$ cat src/rtl/gpio_pkg.sv
package gpio_pkg;

    localparam int ADR_W = 2;

    localparam logic [ADR_W-1:0] ADR_PORT  = 2'd0;
    localparam logic [ADR_W-1:0] ADR_LATCH = 2'd1;
    localparam logic [ADR_W-1:0] ADR_MODE  = 2'd2;
    localparam logic [ADR_W-1:0] ADR_CTRL  = 2'd3;

    typedef enum logic [1:0] {
        ST_IDLE   = 2'd0,
        ST_BUS_WR = 2'd1,
        ST_BUS_RD = 2'd2
    } bus_st_e;

endpackage

$ cat src/rtl/gpio_in_sync.sv
module gpio_in_sync #(
    parameter int PW = 8
) (
    input  logic          clk,
    input  logic          rst_n,
    input  logic [PW-1:0] raw_i,
    output logic [PW-1:0] sync_o
);

    logic [PW-1:0] meta_q;
    logic [PW-1:0] stab_q;

    always_ff @(posedge clk) begin
        if (!rst_n) begin
            meta_q <= '0;
            stab_q <= '0;
        end else begin
            meta_q <= raw_i;
            stab_q <= meta_q;
        end
    end

    assign sync_o = stab_q;

endmodule

$ cat src/rtl/gpio_cfg_regs.sv
module gpio_cfg_regs
    import gpio_pkg::*;
#(
    parameter int PW = 8
) (
    input  logic             clk,
    input  logic             rst_n,
    input  logic             wr_i,
    input  logic [ADR_W-1:0] addr_i,
    input  logic [PW-1:0]    wdata_i,
    input  logic [PW-1:0]    pads_i,
    output logic [PW-1:0]    rdata_o,
    output logic [PW-1:0]    latch_o,
    output logic [PW-1:0]    mode_o,
    output logic             pud_o
);

    logic [PW-1:0] latch_q;
    logic [PW-1:0] mode_q;
    logic          pud_q;

    always_ff @(posedge clk) begin
        if (!rst_n) begin
            latch_q <= '1;
            mode_q  <= '0;
            pud_q   <= 1'b0;
        end else if (wr_i) begin
            unique case (addr_i)
                ADR_PORT:  latch_q <= wdata_i;
                ADR_MODE:  mode_q  <= wdata_i;
                ADR_CTRL:  pud_q   <= wdata_i[0];
                default:   ;
            endcase
        end
    end

    always_comb begin
        unique case (addr_i)
            ADR_PORT:  rdata_o = pads_i;
            ADR_LATCH: rdata_o = latch_q;
            ADR_MODE:  rdata_o = mode_q;
            default:   rdata_o = {{(PW-1){1'b0}}, pud_q};
        endcase
    end

    assign latch_o = latch_q;
    assign mode_o  = mode_q;
    assign pud_o   = pud_q;

    AST_LATCH_WRITE_NEXT: assert property (@(posedge clk) disable iff (!rst_n)
        (wr_i && addr_i == ADR_PORT) |=> (latch_q == $past(wdata_i)));

    AST_LATCH_ADDR_RO: assert property (@(posedge clk) disable iff (!rst_n)
        (wr_i && addr_i == ADR_LATCH) |=> ($stable(latch_q) && $stable(mode_q) && $stable(pud_q)));

endmodule

$ cat src/rtl/gpio_bus_fsm.sv
module gpio_bus_fsm
    import gpio_pkg::*;
#(
    parameter int PW = 8
) (
    input  logic          clk,
    input  logic          rst_n,
    input  logic          valid_i,
    input  logic          rd_i,
    input  logic [PW-1:0] val_i,
    input  logic [PW-1:0] dmask_i,
    output logic          act_o,
    output logic          rd_act_o,
    output logic [PW-1:0] val_o,
    output logic [PW-1:0] dmask_o
);

    bus_st_e       st_q;
    bus_st_e       st_d;
    logic [PW-1:0] val_q;
    logic [PW-1:0] dmask_q;

    always_comb begin
        st_d = st_q;
        unique case (st_q)
            ST_IDLE: begin
                if (valid_i) st_d = rd_i ? ST_BUS_RD : ST_BUS_WR;
            end
            ST_BUS_WR: begin
                if (!valid_i)  st_d = ST_IDLE;
                else if (rd_i) st_d = ST_BUS_RD;
            end
            ST_BUS_RD: begin
                if (!valid_i)   st_d = ST_IDLE;
                else if (!rd_i) st_d = ST_BUS_WR;
            end
            default: st_d = ST_IDLE;
        endcase
    end

    always_ff @(posedge clk) begin
        if (!rst_n) begin
            st_q    <= ST_IDLE;
            val_q   <= '0;
            dmask_q <= '0;
        end else begin
            st_q <= st_d;
            if (valid_i) begin
                val_q   <= val_i;
                dmask_q <= dmask_i;
            end
        end
    end

    always_comb begin
        act_o    = 1'b0;
        rd_act_o = 1'b0;
        unique case (st_q)
            ST_IDLE:   ;
            ST_BUS_WR: act_o = 1'b1;
            ST_BUS_RD: begin
                act_o    = 1'b1;
                rd_act_o = 1'b1;
            end
            default:   ;
        endcase
    end

    assign val_o   = val_q;
    assign dmask_o = dmask_q;

    AST_BUS_STATE_FROM_VALID: assert property (@(posedge clk) disable iff (!rst_n)
        (st_q != ST_IDLE) |-> $past(valid_i));

    AST_BUS_RD_FROM_FLAG: assert property (@(posedge clk) disable iff (!rst_n)
        (st_q == ST_BUS_RD) |-> $past(rd_i));

endmodule

$ cat src/rtl/gpio_pin_drive.sv
module gpio_pin_drive #(
    parameter int PW = 8
) (
    input  logic [PW-1:0] latch_i,
    input  logic [PW-1:0] mode_i,
    input  logic          pud_i,
    input  logic          bus_act_i,
    input  logic          bus_rd_i,
    input  logic [PW-1:0] bus_val_i,
    input  logic [PW-1:0] bus_dmask_i,
    output logic [PW-1:0] oe_o,
    output logic [PW-1:0] do_o,
    output logic [PW-1:0] pu_o
);

    for (genvar g = 0; g < PW; g++) begin : g_pin
        logic eff;
        logic off;
        logic oe;

        always_comb begin
            eff = bus_act_i ? bus_val_i[g] : latch_i[g];
            off = bus_rd_i & bus_dmask_i[g];
            if (off)            oe = 1'b0;
            else if (mode_i[g]) oe = 1'b1;
            else                oe = ~eff;
        end

        assign oe_o[g] = oe;
        assign do_o[g] = eff;
        assign pu_o[g] = ~pud_i & ~(oe & ~eff);
    end

endmodule

$ cat src/rtl/gpio_pin_ctl.sv
module gpio_pin_ctl
    import gpio_pkg::*;
#(
    parameter int PW = 8
) (
    input  logic             clk,
    input  logic             rst_n,
    input  logic             cfg_wr,
    input  logic [ADR_W-1:0] cfg_addr,
    input  logic [PW-1:0]    cfg_wdata,
    output logic [PW-1:0]    cfg_rdata,
    input  logic [PW-1:0]    pin_in,
    input  logic             bus_valid,
    input  logic             bus_rd,
    input  logic [PW-1:0]    bus_val,
    input  logic [PW-1:0]    bus_dmask,
    output logic [PW-1:0]    pin_oe,
    output logic [PW-1:0]    pin_do,
    output logic [PW-1:0]    pin_pu
);

    logic [PW-1:0] pads_s;
    logic [PW-1:0] latch_s;
    logic [PW-1:0] mode_s;
    logic          pud_s;
    logic          act_s;
    logic          rd_act_s;
    logic [PW-1:0] bval_s;
    logic [PW-1:0] bmask_s;

    gpio_in_sync #(.PW(PW)) u_sync (
        .clk    (clk),
        .rst_n  (rst_n),
        .raw_i  (pin_in),
        .sync_o (pads_s)
    );

    gpio_cfg_regs #(.PW(PW)) u_regs (
        .clk     (clk),
        .rst_n   (rst_n),
        .wr_i    (cfg_wr),
        .addr_i  (cfg_addr),
        .wdata_i (cfg_wdata),
        .pads_i  (pads_s),
        .rdata_o (cfg_rdata),
        .latch_o (latch_s),
        .mode_o  (mode_s),
        .pud_o   (pud_s)
    );

    gpio_bus_fsm #(.PW(PW)) u_bus (
        .clk      (clk),
        .rst_n    (rst_n),
        .valid_i  (bus_valid),
        .rd_i     (bus_rd),
        .val_i    (bus_val),
        .dmask_i  (bus_dmask),
        .act_o    (act_s),
        .rd_act_o (rd_act_s),
        .val_o    (bval_s),
        .dmask_o  (bmask_s)
    );

    gpio_pin_drive #(.PW(PW)) u_drive (
        .latch_i     (latch_s),
        .mode_i      (mode_s),
        .pud_i       (pud_s),
        .bus_act_i   (act_s),
        .bus_rd_i    (rd_act_s),
        .bus_val_i   (bval_s),
        .bus_dmask_i (bmask_s),
        .oe_o        (pin_oe),
        .do_o        (pin_do),
        .pu_o        (pin_pu)
    );

    AST_PP_ALWAYS_DRIVEN: assert property (@(posedge clk) disable iff (!rst_n)
        !rd_act_s |-> ((mode_s & ~pin_oe) == '0));

    AST_OD_ONLY_LOW: assert property (@(posedge clk) disable iff (!rst_n)
        ((~mode_s & pin_oe & pin_do) == '0));

    AST_PUD_ALL_OFF: assert property (@(posedge clk) disable iff (!rst_n)
        pud_s |-> (pin_pu == '0));

    AST_PU_OFF_WHEN_LOW: assert property (@(posedge clk) disable iff (!rst_n)
        ((pin_pu & pin_oe & ~pin_do) == '0));

    AST_MODE_KEPT_IN_BUS: assert property (@(posedge clk) disable iff (!rst_n)
        (act_s && !$past(cfg_wr)) |-> $stable(mode_s));

    AST_RD_BUS_OFF: assert property (@(posedge clk) disable iff (!rst_n)
        rd_act_s |-> ((pin_oe & bmask_s) == '0));

    AST_IDLE_FOLLOWS_LATCH: assert property (@(posedge clk) disable iff (!rst_n)
        !act_s |-> (pin_do == latch_s));

endmodule

$ cat config.mk
export PLATFORM = sky130hd
export DESIGN_NAME = gpio_pin_ctl
export DESIGN_NICKNAME = d
export VERILOG_FILES = /design/src/rtl/gpio_pkg.sv /design/src/rtl/gpio_in_sync.sv /design/src/rtl/gpio_cfg_regs.sv /design/src/rtl/gpio_bus_fsm.sv /design/src/rtl/gpio_pin_drive.sv /design/src/rtl/gpio_pin_ctl.sv
export SDC_FILE = /design/constraint.sdc
export NUM_CORES = 1
export LEC_CHECK = 0
export ABC_CLOCK_PERIOD_IN_PS = 2060
export BUFFER_PORTS_ARGS = -buffer_cell sky130_fd_sc_hd__buf_2
export CORE_UTILIZATION = 51
export DETAILED_ROUTE_END_ITERATION = 10
export PLACE_DENSITY = 0.82
export SETUP_SLACK_MARGIN = 0.3
export SYNTH_ARGS = -nofsm -noshare
export SYNTH_HDL_FRONTEND = slang
export SYNTH_SLANG_ARGS = --single-unit
$ cat constraint.sdc
create_clock -name clk -period 2.06 [get_ports clk]
set_input_delay 0.309 -clock clk [delete_from_list [all_inputs] [get_ports clk]]
set_output_delay 0.309 -clock clk [all_outputs]
set_load 0.005 [all_outputs]
Word level (Yosys, flattened, before mapping)
Cells that the tools add are included.
Word-level totals
  register bits: 51
  input bits: 39
  output and inout port bits: 32
  logic and storage cells: 98
Operators by class
  equality and inequality tests: 8
  multiplexer cells: 34
  bitwise logic cells: 41
  reductions and logical operators: 7
Operators by type and width (count)
  $mux W1: 26
  $and A1 B1 Y1: 24
  $pmux W8 S3: 1
  $not A1 Y1: 17
  $mux W2: 6
  $eq A2 B2 Y1 const B: 3
  $ne A3 B3 Y1 const B: 2
  $pmux W2 S3: 1
  $reduce_and A2 Y1: 3
  $eq A2 B1 Y1 const B: 2
  $logic_not A2 Y1: 2
  $reduce_and A3 Y1: 1
  $ne A2 B2 Y1 const B: 1
  $reduce_or A2 Y1: 1

Depth between registers and ports, before layout
Gate-level depths: netlist of run 1.
  depth after elaboration: 10
  mapped depth: 6
  depth with buffers taken out: 5

By module
A second synthesis of run 1 with hierarchy kept.
Unflattened totals
  cell total of the unflattened synthesis: 258
  area, all modules: 2566.2 um^2
By module, submodules not included
  gpio_cfg_regs: instances 1, cells each 96, area an instance 942.2 um^2, seq. area each 340.3 um^2
  gpio_bus_fsm: instances 1, cells each 70, area an instance 798.3 um^2, seq. area each 360.3 um^2
  gpio_in_sync: instances 1, cells each 33, area an instance 446.7 um^2, seq. area each 320.3 um^2
  gpio_pin_drive: instances 1, cells each 59, area an instance 379.1 um^2, seq. area each 0.0 um^2

Worst setup path after synthesis of run 1
No wires, ideal clock.
  path kind: register to output
  from: register u_bus.st_q[0]
  to: output pin_oe[0]
  arrival time: 1.376 ns
  data required time: 1.751 ns
  setup slack: 0.375 ns
  cell stages (with the launch flop): 7
  buffers on the path: 2
  path through: dfxtp_1 > inv_1 > ha_1 > buf_2 > mux2i_1 > o21a_1 > buf_4
On the way
  cells in the longest elaborated chain, start to end: 7
  elaborated cells between the ends (all ways): 10
  classes of those cells: eq/ne: 2; mux: 5; bitwise: 2; reduce/logical: 1
Ends and longest elaborated chain
  start: declaration: RTL line gpio_bus_fsm.sv:18  | bus_st_e st_q;
  start signal: assignment: RTL line gpio_bus_fsm.sv:47  | st_q <= st_d;
  $eq A2 B1 Y1 / $eq A2 B2 Y1 (equally long branches): RTL line gpio_bus_fsm.sv:58  | unique case (st_q)
  $reduce_or A2 Y1 (no line)
  $mux W1: RTL line gpio_bus_fsm.sv:58
  $mux W1: RTL line gpio_pin_drive.sv:22  | eff = bus_act_i ? bus_val_i[g] : latch_i[g];
  $not A1 Y1: RTL line gpio_pin_drive.sv:26  | else oe = ~eff;
  $mux W1: RTL line gpio_pin_drive.sv:25  | else if (mode_i[g]) oe = 1'b1;
  $mux W1 (*): RTL line gpio_pin_drive.sv:24  | if (off) oe = 1'b0;
  end: declaration: RTL line gpio_pin_ctl.sv:17  | output logic [PW-1:0] pin_oe,
Every way passes the cells marked *; elsewhere a longest branch is shown, timed or not.

Worst setup path in the final report of run 1
  from: register u_bus.st_q[0]
  to: output pin_oe[3]
Same word-level chain as after synthesis.

==> results of run 1 <==
## stage by stage
stage               setup WS (ns)  cells  utilization (%)  hold WS (ns)
global route               0.0344    369             65.3         0.196
floorplan                   0.375    263                -         0.406
global placement            0.275    356             59.6         0.411
detailed placement          0.197    356             59.6         0.417
finish                     0.0968    369             65.3         0.203
CTS                        0.0954    369             65.3         0.198
## flip-flops by register name (all words and copies together) (netlist names)
register        flops
u_bus.dmask_o       8
u_bus.val_o         8
u_regs.latch_o      8
u_regs.mode_o       8
u_sync.meta_q       8
u_sync.sync_o       8
u_bus.st_q          2
u_regs.pud_o        1
## critical path, stage by stage (launching register included)
cell     delay [ns]
dfxtp_2        0.36
inv_2          0.05
ha_4           0.28
buf_12         0.15
mux2i_4        0.26
o21a_1         0.13
buf_2          0.11
## Yosys cell counts (all sizes together)
library cell   n
dfxtp         51
nand2         40
mux2i         33
buf           24
nand3         17
nor2b         17
and2          16
inv           10
a21boi         8
a21oi          8
o21a           8
clkbuf         7
o21ai          7
ha             4
a41o           2
nand3b         2
nor2           2
and2b          1
mux4           1
nor3b          1
nor4           1
nor4b          1
or2            1
or3b           1
## layer usage
metal	part of all wire, %	vias to the layer above	GRT usage (%)	wire length (um)
met5	0	-	0	0
li1	-	966	-	-
met2	44	67	34.1	2280
met4	1.9	0	7.11	97
met3	6.1	11	5.70	314
met1	48	871	29.9	2470
## cell type report
class                           instances  area (um^2)
Clock buffer                            5         68.8
Clock inverter                          3         22.5
Fill cell                             364         1550
Inverter                               10         37.5
Multi-Input combinational cell        171         1290
Sequential cell                        51         1020
Tap cell                               52         65.1
Timing Repair Buffer                   77          415
## power groups by stage
stage               Combinational, mW  Clock [mW]  Sequential [mW]
finish                          0.506       0.575             1.07
global route                    0.556       0.631             1.08
CTS                             0.504       0.588             1.07
detailed placement              0.422           0             1.09
global placement                0.413           0             1.09
floorplan                       0.329           0             1.08
## path summary, 6_finish.rpt
kind,from,end,slack [ns],depth (start not counted)
min reg2reg,u_sync.meta_q[5],u_sync.sync_o[5],0.44,1
max,u_bus.st_q[0],pin_oe[3],0.1,6
min,pin_in[5],u_sync.meta_q[5],0.20,2
max reg2reg,u_bus.st_q[1],u_bus.st_q[1],0.63,6
## timing repair
action | 4_1_cts | 5_1_grt
pin swaps | 3 | 1
buffers inserted | 5 | 0
resized for setup | 25 | 2
endpoints found under the setup margin | 24 | 25
## cells by family (layout without fill, tap and decap cells)
group | Yosys count | after routing | share of synthesized area [%]
muxes | 34 | 34 | 14.5
adders and majority gates | 4 | 4 | 2.06
DFF | 51 | 51 | 42.0
and+or+nand+nor | 100 | 100 | 22.5
AOI/OAI and AO/OA | 33 | 33 | 8.86
buffers and inverters | 41 | 95 | 10.0
==> impl_metrics.py, run 1 <==
metrics = {
    "status": {
        "status": "finished with violations",
        "violations": "DRC",
    },
    "power": {
        "p_int_mw": 1.56,
        "p_sw_share_pct": 27.7,
        "leakagePower_nw": 1.32,
        "pwr-share-clk_pct": 26.7,
        "p_sw_mw": 0.597,
        "power_mw": 2.16,
        "p_comb_share_pct": 23.5,
        "seqPwrFrac_pct": 49.9,
        "vdd_drop_max_mv": 0.435,
        "p_per_area_mw_per_mm2": 738,
    },
    "global_routing": {
        "antenna_found_initial": 0,
        "overflow": 0,
        "grt_pass1_wl_um": 8670,
        "grt_util_all_layers_pct": 21.9,
        "grt_max_degree": 52,
        "first_global_vias": 1839,
    },
    "logic_synthesis": {
        "synth_seq_area_share_pct": 42.0,
        "yosysWarnings": 0,
        "yosysTopAreaCellShare_pct": 42.0,
        "syn_nets": 306,
        "synth_area_leader_cell": "dfxtp_1",
        "synthesis.area_mm2": 0.00243,
        "syn_avg_cell_area_um2": 9.23,
        "ys_ff_latch": 51,
        "synthCells": 263,
        "ys_types": 27,
        "synth_area_leaders": "dfxtp_1, mux2i_1, buf_4",
    },
    "clocking": {
        "clockBufferDepth": 2,
        "cts_buffers": 5,
        "htreeDepth": 2,
        "cts_hold_repair.buffers": 0,
        "cts_tree": "yes",
        "path_clk_slew_ns": 0.09,
        "cts_root_buf": "clkbuf_8",
        "clock-sinks": 51,
        "clk_latency_ns": 0.30,
    },
    "detailed_routing": {
        "drt-initial-drc-count": 96,
        "dr.pass1.iters": 7,
        "vias_per_cell": 5.19,
        "routed_wl_um": 5160,
        "drt.antenna.violating_nets": 0,
        "drc": 6,
        "wire_per_inst_um": 14.0,
        "via_count": 1915,
    },
    "placed_design": {
        "placed_cell_area_mm2": 0.00267,
        "dp_hpwl_um": 3540,
        "port_buffers": 70,
        "place_congestion": 0.797,
    },
    "worst_setup_path": {
        "worst-setup-path-type": "reg -> out",
        "cp-start-kind": "flip-flop",
        "crit_arrival_ns": 1.65,
        "critPathCaptureType": "primary output",
        "path_max_fanout": 6,
        "cp.required_ns": 1.75,
    },
    "layout": {
        "drive_above_1_share_pct": 34.4,
        "final_cell_mix": "buf_2, dfxtp_1, nand2_1, mux2i_1",
        "syn2layout_area_growth_pct": 20.3,
        "diodes": 0,
        "fin_area_mm2": 0.00292,
        "layout_commonest_cell": "buf_2",
        "finalNetCount": 359,
    },
    "floorplanning": {
        "rows": 24,
        "core_area_mm2": 0.00447,
        "fp.dieArea_mm2": 0.00504,
        "initial_utilization_pct": 54.3,
        "die_y_um": 71.0,
        "io_pins": 71,
        "die_w_um": 71.0,
    },
    "timing": {
        "drv_slew": 0,
        "timing.fmax_mhz": 509,
        "fin_worst_skew_ns": 0.000654,
        "period_minus_slack_ns": 1.96,
        "period_share_pct": 95.3,
        "hold_violations": 0,
        "slew_headroom_pct": 64.8,
        "tightest_slew_ns": 0.527,
        "rsz0062_at_grt": "true",
        "finalSetupViolations": 0,
        "tns_ns": 0,
    },
    "min_path": {
        "worstHoldPathType": "in -> reg",
    },
    "run": {
        "maxCapViolations": 0,
    },
}
Power figures use the tool's default switching activity.
==> run 2: changes to the inputs <==
--- a/config.mk
+++ b/config.mk
@@ -7,9 +7,11 @@
 export LEC_CHECK = 0
 export ABC_CLOCK_PERIOD_IN_PS = 2060
 export BUFFER_PORTS_ARGS = -buffer_cell sky130_fd_sc_hd__buf_2
+export CORE_ASPECT_RATIO = 1.75
 export CORE_UTILIZATION = 51
 export DETAILED_ROUTE_END_ITERATION = 10
 export PLACE_DENSITY = 0.82
+export RECOVER_POWER = 25
 export SETUP_SLACK_MARGIN = 0.3
 export SYNTH_ARGS = -nofsm -noshare
 export SYNTH_HDL_FRONTEND = slang
==> run 2 against run 1 <==
The flow now finishes without violations. Clock power grew 18%. Non-clock buffer count rose by 4. Register-to-register slack lost 0.06 ns. Sequential power is essentially flat. Maximum frequency hardly changed. Critical endpoint is now pin_oe[2]. Global-route usage about the same. Clock-buffer cell count is the same.
==> impl_metrics.py, run 2 (synthesis gave the netlist of run 1 again) <==
metrics = {
    "status": {
        "status": "complete, no violations",
    },
    "detailed_routing": {
        "vias_per_cell": 5.18,
        "drt-initial-drc-count": 39,
        "drc": 0,
        "wire_per_inst_um": 14.3,
        "dr.pass1.iters": 4,
        "drt.antenna.violating_nets": 0,
        "via_count": 1923,
        "routed_wl_um": 5290,
    },
    "worst_setup_path": {
        "crit_slowest_cell": "dfxtp_2",
        "path_buf_inv": 3,
        "ff2ff_path_depth": 7,
        "cp.required_ns": 1.75,
        "max_stage_delay_ns": 0.36,
        "critPathTopFamily": "flip-flops",
        "path_max_fanout": 5,
        "regToRegEndpoint": "u_bus.st_q[0]",
        "crit_arrival_ns": 1.66,
        "cp-start-kind": "flip-flop",
        "r2r_start": "u_bus.st_q[1]",
        "ff2ff_setup_slack_ns": 0.57,
        "critPathCaptureType": "primary output",
        "crit_chain": "inv_2, ha_4, buf_12, mux2i_4, o21a_1, buf_2",
        "crit_start": "u_bus.st_q[1]",
        "worst-setup-path-type": "reg -> out",
    },
    "global_routing": {
        "overflow": 0,
        "grt_util_all_layers_pct": 21.9,
        "first_global_vias": 1821,
        "grt_max_degree": 28,
        "grt_pass1_wl_um": 8060,
        "antenna_found_initial": 0,
    },
    "power": {
        "p_comb_share_pct": 22.6,
        "p_sw_share_pct": 26.0,
        "p_int_mw": 1.67,
        "p_sw_mw": 0.587,
        "seqPwrFrac_pct": 47.5,
        "p_per_area_mw_per_mm2": 763,
        "leakagePower_nw": 1.34,
        "power_mw": 2.26,
        "pwr-share-clk_pct": 29.9,
        "vdd_drop_max_mv": 0.565,
    },
    "timing": {
        "slew_headroom_pct": 40.8,
        "hold_violations": 0,
        "finalSetupViolations": 0,
        "drv_slew": 0,
        "whs_ns": 0.207,
        "tightest_slew_ns": 0.888,
        "fin_worst_skew_ns": 0.00531,
        "period_minus_slack_ns": 1.96,
        "period_share_pct": 95.4,
        "timing.fmax_mhz": 509,
        "rsz0062_at_grt": "true",
        "tns_ns": 0,
    },
    "layout": {
        "layout_commonest_cell": "buf_2",
        "drive_above_1_share_pct": 34.4,
        "fillers": 367,
        "utilization_pct": 66.1,
        "syn2layout_area_growth_pct": 22.0,
        "diodes": 0,
        "fin_area_mm2": 0.00296,
        "finalNetCount": 363,
        "final_cell_mix": "buf_2, dfxtp_1, nand2_1, mux2i_1",
    },
    "placed_design": {
        "place_congestion": 0.833,
        "port_buffers": 70,
        "placed_cell_area_mm2": 0.00266,
        "dp_hpwl_um": 3850,
    },
    "min_path": {
        "min_from": "pin_in[5]",
        "worstHoldPathType": "in -> reg",
        "holdPathEnd": "u_sync.meta_q[5]",
        "min_path_cells": 2,
    },
    "floorplanning": {
        "die_y_um": 93.3,
        "fp.dieArea_mm2": 0.00505,
        "io_pins": 71,
        "die_w_um": 54.2,
        "initial_utilization_pct": 54.2,
        "rows": 32,
        "core_area_mm2": 0.00448,
    },
    "clocking": {
        "cts_buffers": 5,
        "clockBufferDepth": 2,
        "clock-sinks": 51,
        "htreeDepth": 2,
        "clk_latency_ns": 0.30,
        "cts_tree": "yes",
        "path_clk_slew_ns": 0.09,
        "cts_root_buf": "clkbuf_8",
        "cts_hold_repair.buffers": 0,
    },
    "run": {
        "maxCapViolations": 0,
    },
}
==> run 2: routing by layer <==
metal	wire, um	vias to the layer above	part of all wire, %	GRT usage (%)
met1	2020	884	38	23.2
met2	2870	64	54	38.7
met4	148	0	2.8	10.9
met3	243	14	4.6	4.07
li1	-	961	-	-
met5	0	-	0	0
==> run 2: timing repair <==
item / CTS / global route
pin swaps: 3 / 3
endpoints found under the hold margin: 0 / 0
gates resized for setup: 21 / 7
endpoints found under the setup margin: 24 / 25
buffers inserted: 5 / 3
==> run 2: metrics by stage <==
| stage | std cells | worst slack (ns) |
|---|---|---|
| 3_3_place_gp | 356 | 0.243 |
| 4_1_cts | 368 | 0.106 |
| 6_report | 371 | 0.0958 |
| 2_1_floorplan | 263 | 0.375 |
| 5_1_grt | 371 | 0.0400 |
| 3_5_place_dp | 356 | 0.155 |
==> run 2: worst max-delay path by stage <==
stage          cells past startpoint  slack, ns        end
2_1_floorplan                      6       0.37  pin_oe[0]
5_1_grt                            6       0.04  pin_oe[2]
6_report                           6        0.1  pin_oe[2]
3_5_place_dp                       6       0.15  pin_oe[5]
4_1_cts                            6       0.11  pin_oe[5]
3_3_place_gp                       6       0.24  pin_oe[4]
==> run 2: cell type report <==
cell class	instances	area (um^2)	share of cell area (%)
well taps	51	63.8	2.15
clock buffers	5	68.8	2.32
multi-input cells	171	1290	43.5
repair buffers	81	442	14.9
inverters	10	37.5	1.27
clock inverters	2	37.5	1.27
flip-flops and latches	51	1020	34.6
==> run 2: power groups by stage <==
stage | Combinational, mW | Sequential [mW] | Clock, mW
final | 0.510 | 1.07 | 0.676
after global routing | 0.558 | 1.08 | 0.725
after CTS | 0.490 | 1.07 | 0.686
after detailed placement | 0.418 | 1.09 | 0
after floorplan | 0.329 | 1.08 | 0
after global placement | 0.407 | 1.09 | 0
==> run 3: changes to the inputs <==
--- a/config.mk
+++ b/config.mk
@@ -5,8 +5,10 @@
 export SDC_FILE = /design/constraint.sdc
 export NUM_CORES = 1
 export LEC_CHECK = 0
+export ABC_AREA = 1
 export ABC_CLOCK_PERIOD_IN_PS = 2060
 export BUFFER_PORTS_ARGS = -buffer_cell sky130_fd_sc_hd__buf_2
+export CAP_MARGIN = 40
 export CORE_ASPECT_RATIO = 1.75
 export CORE_UTILIZATION = 51
 export DETAILED_ROUTE_END_ITERATION = 10
==> run 3 against run 2 <==
Via count rose by 17%. Synthesized cell count rose by 29%. Sequential power hardly changed. Setup slack gained 0.10 ns. Core utilization shrank 0.39 points. Critical path type unchanged. Critical endpoint is now pin_pu[3]. Largest cell class unchanged.
==> impl_metrics.py, run 3 <==
metrics = {
    "clocking": {
        "clock-sinks": 51,
        "cts_root_buf": "clkbuf_8",
        "path_clk_slew_ns": 0.09,
        "cts_tree": "yes",
        "clockBufferDepth": 2,
        "cts_hold_repair.buffers": 0,
        "clk_latency_ns": 0.30,
        "cts_buffers": 5,
        "htreeDepth": 2,
    },
    "floorplanning": {
        "core_area_mm2": 0.00444,
        "fp.dieArea_mm2": 0.00494,
        "initial_utilization_pct": 53.4,
        "io_pins": 71,
        "die_y_um": 92.2,
        "rows": 32,
        "die_w_um": 53.6,
    },
    "power": {
        "vdd_drop_max_mv": 1.11,
        "leakagePower_nw": 1.59,
        "seqPwrFrac_pct": 33.9,
        "p_sw_mw": 1.06,
        "p_per_area_mw_per_mm2": 1100,
        "p_sw_share_pct": 32.9,
        "p_int_mw": 2.16,
        "p_comb_share_pct": 40.9,
        "pwr-share-clk_pct": 25.3,
        "power_mw": 3.22,
    },
    "layout": {
        "drive_above_1_share_pct": 27.9,
        "multi_input_area_mm2": 0.00104,
        "layout_commonest_cell": "nand2_1",
        "finalNetCount": 440,
        "fillers": 371,
        "final-seq-area_mm2": 0.00102,
        "diodes": 0,
        "syn2layout_area_growth_pct": 23.0,
        "utilization_pct": 65.7,
        "final_cell_mix": "nand2_1, buf_2, inv_1, dfxtp_1, nor2_1",
    },
    "timing": {
        "drv_slew": 0,
        "hold_violations": 0,
        "tightest_slew_ns": 0.756,
        "period_minus_slack_ns": 1.86,
        "timing.fmax_mhz": 536,
        "setup_slack_ns": 0.196,
        "whs_ns": 0.182,
        "tns_ns": 0,
        "period_share_pct": 90.5,
        "slew_headroom_pct": 49.6,
        "fin_worst_skew_ns": 0.00348,
        "finalSetupViolations": 0,
        "rsz0062_at_grt": "true",
    },
    "logic_synthesis": {
        "ys_ff_latch": 51,
        "async_flop_share_pct": 0,
        "synthesis.area_mm2": 0.00237,
        "synthCells": 339,
        "synth_edf_count": 0,
        "yosysMostFrequentCell": "nand2_1",
        "syn_avg_cell_area_um2": 7.00,
        "synth_area_leaders": "dfxtp_1, nand2_1, inv_1",
        "synth_common_cells": "nand2_1, inv_1, dfxtp_1",
        "ys_types": 21,
        "yosysTopAreaCellShare_pct": 43.0,
        "syn_nets": 382,
        "yosysWarnings": 0,
        "synth_seq_area_share_pct": 43.0,
        "synth_area_leader_cell": "dfxtp_1",
        "ys.flop_type": "dfxtp_1",
    },
    "worst_setup_path": {
        "critPathCaptureType": "primary output",
        "crit_start": "u_bus.st_q[0]",
        "crit_arrival_ns": 1.56,
        "crit_slowest_cell": "dfxtp_2",
        "cp.required_ns": 1.75,
        "path_max_fanout": 8,
        "cp-start-kind": "flip-flop",
        "r2r_start": "u_bus.st_q[1]",
        "worst-setup-path-type": "reg -> out",
        "crit_chain": "inv_2, ha_4, buf_8, nand2_2, o21ai_2, o21ai_1, inv_1, buf_2",
        "max_stage_delay_ns": 0.36,
    },
    "global_routing": {
        "use_met2_pct": 46.6,
        "overflow": 0,
        "first_global_vias": 2092,
        "grt_most_used_layer": "met2",
        "grt_util_all_layers_pct": 25.4,
        "grt_pass1_wl_um": 9110,
        "antenna_found_initial": 0,
        "use_met1_pct": 26.9,
        "grt_max_degree": 47,
        "gr-usage-met3_pct": 5.14,
    },
    "run": {
        "maxCapViolations": 0,
    },
    "detailed_routing": {
        "drt-initial-drc-count": 53,
        "routed_wl_um": 5770,
        "wire_per_inst_um": 12.8,
        "drt.antenna.violating_nets": 0,
        "dr.pass1.iters": 4,
        "vias_per_cell": 5.00,
        "via_count": 2244,
        "drc": 0,
    },
    "placed_design": {
        "place_congestion": 0.840,
        "port_buffers": 70,
        "dp_worst_setup_slack_ns": 0.147,
        "dp_hpwl_um": 4000,
    },
    "min_path": {
        "worstHoldPathType": "in -> reg",
        "min_from": "pin_in[4]",
    },
    "status": {
        "status": "complete, no violations",
    },
}
==> run 3: cell count changes in the layout (fill, tap and decap cells not counted), moves of 8 or more <==
cell / before / now
a21boi_1: 8 / 0
a21oi_1: 5 / 16
and2_1: 11 / 0
inv_1: 8 / 52
mux2i_1: 26 / 0
nand2_1: 40 / 72
nor2_1: 2 / 40
nor2b_1: 17 / 0
o211ai_1: 0 / 8
o21a_1: 8 / 0
o21ai_0: 0 / 24
==> run 3: cells by family after synthesis <==
logic type	after synthesis	synth area share [%]
flip-flops	51	43.0
AO/OA/AOI/OAI	67	15.1
buffers and inverters	85	17.1
AND/OR/NAND/NOR	132	22.6
adder cells (fa/ha/maj)	4	2.11
==> run 3: through the flow <==
step,cells,area [um^2]
after detailed placement,435,2620
after global placement,435,2620
after floorplan,339,2370
after global routing,449,2920
after CTS,449,2910
final,449,2920
==> run 3: path summary, 6_finish.rpt <==
check / endpoint / slack, ns / cells after the start
worst max-delay path: pin_pu[3] / 0.20 / 8
worst min-delay path: u_sync.meta_q[4] / 0.18 / 3
worst max register to register: u_bus.st_q[0] / 0.67 / 9
worst min register to register: u_sync.sync_o[3] / 0.42 / 2
==> run 3: what timing repair did <==
action	in CTS	in global routing
endpoints found under the setup margin	24	24
buffers inserted	6	0
gates resized for setup	46	3
pin swaps	8	4
hold endpoints to repair	0	0
==> run 3: power groups by stage <==
stage / sequential, mW / clock [mW] / combinational, mW
after detailed placement: 1.11 / 0 / 0.945
final: 1.09 / 0.815 / 1.32
after global placement: 1.10 / 0 / 0.933
after floorplan: 1.10 / 0 / 0.791
after global routing: 1.10 / 0.860 / 1.43
after CTS: 1.09 / 0.820 / 1.28
==> run 3: critical path: cells and delay by family, from the launching register on <==
kind	cells	cell delay, ns
buffers and inverters	4	0.37
DFF	1	0.36
adders and majority gates	1	0.26
AOI/OAI and AO/OA	2	0.20
and+or+nand+nor	1	0.06
==> run 3: final cells by class <==
cell class                      instances  area share (%)
Multi-Input combinational cell        203            35.7
Sequential cell                        51            35.1
Timing Repair Buffer                   80            15.2
Inverter                               56            7.20
Clock buffer                            5            2.36
Clock inverter                          3            2.31
Tap cell                               51            2.19
==> run 3: per-layer routing <==
metal / routed length [um] / part of all wire (%)
met5: 0 / 0
met4: 107 / 1.9
met3: 255 / 4.4
met2: 3160 / 55
met1: 2240 / 39
